--- config.mk ---
export PLATFORM = sky130hd
export DESIGN_NAME = burst_addr_gen
export DESIGN_NICKNAME = d
export VERILOG_FILES = /design/src/rtl/bag_pkg.sv /design/src/rtl/bag_decode.sv /design/src/rtl/bag_select.sv /design/src/rtl/burst_addr_gen.sv
export SDC_FILE = /design/constraint.sdc
export NUM_CORES = 1
export LEC_CHECK = 0
export ABC_AREA = 0
export CORE_ASPECT_RATIO = 1.2
export CORE_MARGIN = 2
export CORE_UTILIZATION = 39
export DETAILED_ROUTE_END_ITERATION = 12
export PLACE_DENSITY = 0.74
export SYNTH_ARGS = -nofsm -noshare
export SYNTH_HDL_FRONTEND = slang
export SYNTH_SLANG_ARGS = --single-unit
--- constraint.sdc ---
create_clock -name clk -period 2 [get_ports clk]
set_clock_uncertainty 0.2 [all_clocks]
set_input_delay 0.4 -clock clk [delete_from_list [all_inputs] [get_ports clk]]
set_output_delay 0.4 -clock clk [all_outputs]
set_load 0.03 [all_outputs]
--- src/rtl/bag_pkg.sv ---
package bag_pkg;
    typedef enum logic [1:0] {
        MODE_KEEP  = 2'd0,
        MODE_STEP  = 2'd1,
        MODE_LOAD  = 2'd2,
        MODE_CLEAR = 2'd3
    } bag_mode_e;
endpackage

--- src/rtl/bag_decode.sv ---
module bag_decode
    import bag_pkg::*;
(
    input  logic      strobe_n,
    input  logic      step_n,
    input  logic      clr_n,
    output bag_mode_e mode
);
    // Fixed priority: clear, then strobe, then step, else keep.
    always_comb begin
        if (!clr_n)         mode = MODE_CLEAR;
        else if (!strobe_n) mode = MODE_LOAD;
        else if (!step_n)   mode = MODE_STEP;
        else                mode = MODE_KEEP;
    end
endmodule

--- src/rtl/bag_select.sv ---
module bag_select
    import bag_pkg::*;
#(
    parameter int ADDR_W = 14
) (
    input  bag_mode_e         mode,
    input  logic [ADDR_W-1:0] ext_addr,
    input  logic [ADDR_W-1:0] cur,
    output logic [ADDR_W-1:0] sel
);
    localparam logic [ADDR_W-1:0] TOP_WORD = {ADDR_W{1'b1}};

    logic [ADDR_W-1:0] succ;

    // Explicit wrap at the last word of the array.
    always_comb begin
        if (cur == TOP_WORD) succ = '0;
        else                 succ = cur + 1'b1;
    end

    always_comb begin
        unique case (mode)
            MODE_CLEAR: sel = '0;
            MODE_LOAD:  sel = ext_addr;
            MODE_STEP:  sel = succ;
            default:    sel = cur;
        endcase
    end
endmodule

--- src/rtl/burst_addr_gen.sv ---
module burst_addr_gen
    import bag_pkg::*;
#(
    parameter int ADDR_W = 14
) (
    input  logic              clk,
    input  logic              rst,
    input  logic [ADDR_W-1:0] ext_addr,
    input  logic              strobe_n,
    input  logic              step_n,
    input  logic              clr_n,
    output logic [ADDR_W-1:0] acc_addr,
    output logic [ADDR_W-1:0] ptr_now
);
    localparam logic [ADDR_W-1:0] TOP_WORD = {ADDR_W{1'b1}};

    typedef struct packed {
        logic [ADDR_W-1:0] ptr;
    } bag_state_t;

    bag_state_t st_d, st_q;
    bag_mode_e  mode;
    logic [ADDR_W-1:0] sel;

    bag_decode u_decode (
        .strobe_n (strobe_n),
        .step_n   (step_n),
        .clr_n    (clr_n),
        .mode     (mode)
    );

    bag_select #(.ADDR_W(ADDR_W)) u_select (
        .mode     (mode),
        .ext_addr (ext_addr),
        .cur      (st_q.ptr),
        .sel      (sel)
    );

    always_comb begin
        st_d     = st_q;
        st_d.ptr = sel;
    end

    always_ff @(posedge clk) begin
        if (rst) st_q <= '0;
        else     st_q <= st_d;
    end

    assign acc_addr = sel;
    assign ptr_now  = st_q.ptr;

    // reset clears the pointer
    assert_reset_zero_R1: assert property (@(posedge clk)
        rst |=> ptr_now == '0);

    // clear wins over strobe and step
    assert_clear_wins_R2: assert property (@(posedge clk) disable iff (rst)
        !clr_n |=> ptr_now == '0);

    // strobe captures the external bus
    assert_load_ext_R3: assert property (@(posedge clk) disable iff (rst)
        (clr_n && !strobe_n) |=> ptr_now == $past(ext_addr));

    // a step moves one word, wrapping modulo the array
    assert_step_one_R4: assert property (@(posedge clk) disable iff (rst)
        (clr_n && strobe_n && !step_n) |=> ptr_now == $past(ptr_now) + 1'b1);

    // the top word steps to zero
    assert_wrap_zero_R6: assert property (@(posedge clk) disable iff (rst)
        (clr_n && strobe_n && !step_n && ptr_now == TOP_WORD) |=> ptr_now == '0);

    // hold leaves the pointer unchanged
    assert_hold_still_R5: assert property (@(posedge clk) disable iff (rst)
        (clr_n && strobe_n && step_n) |=> $stable(ptr_now));

    // the address used this cycle is where the next cycle resumes
    assert_resume_R7: assert property (@(posedge clk) disable iff (rst)
        1'b1 |=> ptr_now == $past(acc_addr));
endmodule

==> impl_metrics.env <==
export IMPL_hold_class="in -> reg"
export IMPL_yosysWarnings=0
export IMPL_antenna_found_initial=0
export IMPL_reg2reg_slack_ns=0.01
export IMPL_status="complete, but fails checks"
export IMPL_wl_per_cell_um=21.48
export IMPL_dp_hpwl_um=4080
export IMPL_vdd_ir_drop_max_mv=0.3083
export IMPL_htree_levels=1
export IMPL_synth_edf_count=0
export IMPL_rr_worst_depth=7
export IMPL_netlist_area_mm2=0.001215
export IMPL_fp_dieArea_mm2=0.003579
export IMPL_die_y_um=65.14
export IMPL_maxCapViolCount=0
export IMPL_first_pass_iters=5
export IMPL_worstMarginPinSlew_ns=0.4948
export IMPL_ys_flop_type="dfxtp_1"
export IMPL_final_setup_tns_ns=-5.301
export IMPL_fin_total_pwr_uw=969.1
export IMPL_first_iter_violations=97
export IMPL_worst_hold_path_num_cells=3
export IMPL_viasPerCell=6.135
export IMPL_r2r_start="ptr_now[0]"
export IMPL_place_gp_congestion=0.9733
export IMPL_drc=0
export IMPL_seq_area_frac_synth_pct=23.07
export IMPL_clkLatencyLatePin_ns=0.30
export IMPL_synth_cells=159
export IMPL_design_area_mm2=0.002764
export IMPL_fin_crit_sh_pct=123.3
export IMPL_yosys_register_bits=14
export IMPL_rows=22
export IMPL_grt_pass1_wl_um=9252
export IMPL_finalHoldViolCount=0
export IMPL_grt_use_total_pct=35.31
export IMPL_clock_sinks=14
export IMPL_syn2layout_area_growth_pct=127.5
export IMPL_antenna_left=0
export IMPL_critPathKind="reg -> out"
export IMPL_initial_utilization_pct=40.12
export IMPL_max_freq_mhz=405.4
export IMPL_post_place_ws_ns=-0.8600
export IMPL_fin_ws_ns=-0.4669
export IMPL_setup_viol=14
export IMPL_synth_nets=179
export IMPL_clkTransAtPathRegs_ns=0.11
export IMPL_final_cells=326
export IMPL_cts_tree="done"
export IMPL_p_per_area_mw_per_mm2=350.6
export IMPL_r2r_end="ptr_now[7]"
export IMPL_hp_start="clr_n"
export IMPL_worst_ep_arrival_time_ns=1.87
export IMPL_vias=2000
export IMPL_port_buffers=46
export IMPL_nNetsFinal=311
export IMPL_cts_max_path_buffers=2
export IMPL_slew_viol_final=0
export IMPL_async_reset_ff_share_pct=0
export IMPL_violations="negative setup slack"
export IMPL_slew_headroom_pct=66.67
export IMPL_startpoint_type="flip-flop"
export IMPL_die_w_um=54.95
export IMPL_worstPathMaxFanout=6
export IMPL_critPathRequiredTime_ns=1.40
export IMPL_hold_slack_ns=0.3405
export IMPL_place_area_mm2=0.002247
export IMPL_grt_max_degree=12
export IMPL_finalCriticalPeriod_ns=2.467
export IMPL_core_area_mm2=0.003028
export IMPL_grt_overflow=0
export IMPL_antenna_diode_count=0
export IMPL_avgSynthCellArea_um2=7.641
export IMPL_rsz0062_at_grt="true"
export IMPL_dp_cells=298
export IMPL_largest_reg_flops=14
export IMPL_grt_pass1_vias=1982
export IMPL_ys_types=53
export IMPL_cts_root_buf="clkbuf_4"
export IMPL_cp_end_kind="output pin"
export IMPL_utilization_pct=91.28
export IMPL_holdPathEnd="ptr_now[2]"
export IMPL_p_leak_nw=1.241
export IMPL_drt_total_wl_um=7004
export IMPL_drive_gt1_share_pct=62.76
export IMPL_cts_hold_buf=0
export IMPL_io_pins=47
export IMPL_cts_buffers=3
[routing by layer]
| layer | wire (um) | GRT usage (%) | vias up |
|---|---|---|---|
| met4 | 406 | 15.55 | 0 |
| met1 | 2531 | 40.17 | 961 |
| li1 | - | - | 865 |
| met2 | 3594 | 63.10 | 129 |
| met3 | 472 | 4.091 | 45 |
| met5 | 0 | 0 | - |
[power breakdown]
part,leakage [nW],switching (mW),internal (mW)
clock network,0.0210,0.120,0.111
registers,0.121,0.0123,0.287
logic,1.10,0.226,0.213
[cell usage after synthesis, types with 3 or more instances]
library cell	count	area (um2)
nand2_1	15	56.30
dfxtp_1	14	280.3
a21oi_1	11	55.05
o21ai_0	11	55.05
inv_1	10	37.54
nor2_1	9	33.78
buf_2	7	35.03
nand3_1	7	35.03
a41oi_1	4	35.03
nand2b_1	4	25.02
and2_1	3	18.77
and3_1	3	18.77
mux2i_1	3	30.03
nor2b_1	3	18.77
nor4_1	3	18.77
xnor2_1	3	26.28
[timing repair]
action	in CTS	in global routing
buffers inserted	19	8
endpoints found under the setup margin	33	16
pin swaps	28	18
resized for setup	79	29
[critical path: stages (launching register included)]
cell and delay [ns]:
dfxtp_4 0.38, ha_4 0.17, and4_4 0.18, a41oi_4 0.34, nand4b_1 0.22, nand3_2 0.13
buf_6 0.13
[placed cells by master, fill, tap and decap left out, types with 3 or more instances in the layout]
master,Yosys,layout
and2_1,3,3
nand2_1,15,10
buf_4,1,79
dlygate4sd2_1,0,14
inv_1,10,10
clkdlybuf4s50_1,0,15
o21ai_0,11,5
o21ai_2,1,4
buf_6,1,27
a41oi_2,0,4
nand3_1,7,5
clkbuf_4,0,3
mux2i_1,3,3
o21ai_1,1,3
nand2_2,0,4
dfxtp_4,0,4
nor2_1,9,7
a21oi_1,11,4
a21oi_2,0,5
nand2b_1,4,3
dfxtp_2,0,8
nand3_2,2,4
[cells by family (layout without fill, tap and decap cells)]
family                     after synthesis  in the layout  synth area share (%)
muxes                                    3              3                 2.472
DFF                                     14             14                 23.07
xor gates and xnor gates                 3              3                 2.163
buffers and inverters                   21            152                 8.136
adders and majority gates                1              1                 1.030
and+or+nand+nor                         60             60                 27.29
AOI/OAI and AO/OA                       57             57                 35.84
[layout make-up]
type                    instances  area (um2)
repair buffers                138        1191
multi-input cells             124        1149
flip-flops and latches         14       305.3
fillers                       123       264.0
well taps                      36       45.04
inverters                      10       37.54
clock buffers                   4       36.28
[how the worst max path moves through the flow]
stage                from           end  slack [ns]  cells after the start
6_report       ptr_now[0]   acc_addr[3]       -0.47                      6
5_1_grt        ptr_now[0]   acc_addr[3]       -0.56                      6
4_1_cts        ptr_now[0]  acc_addr[10]       -0.41                      6
3_5_place_dp     strobe_n   acc_addr[9]       -0.86                      6
3_3_place_gp     strobe_n   acc_addr[9]       -0.80                      6
2_1_floorplan  ptr_now[1]   acc_addr[6]       -0.09                      6
No activity file was read; power rests on OpenSTA's default activity.
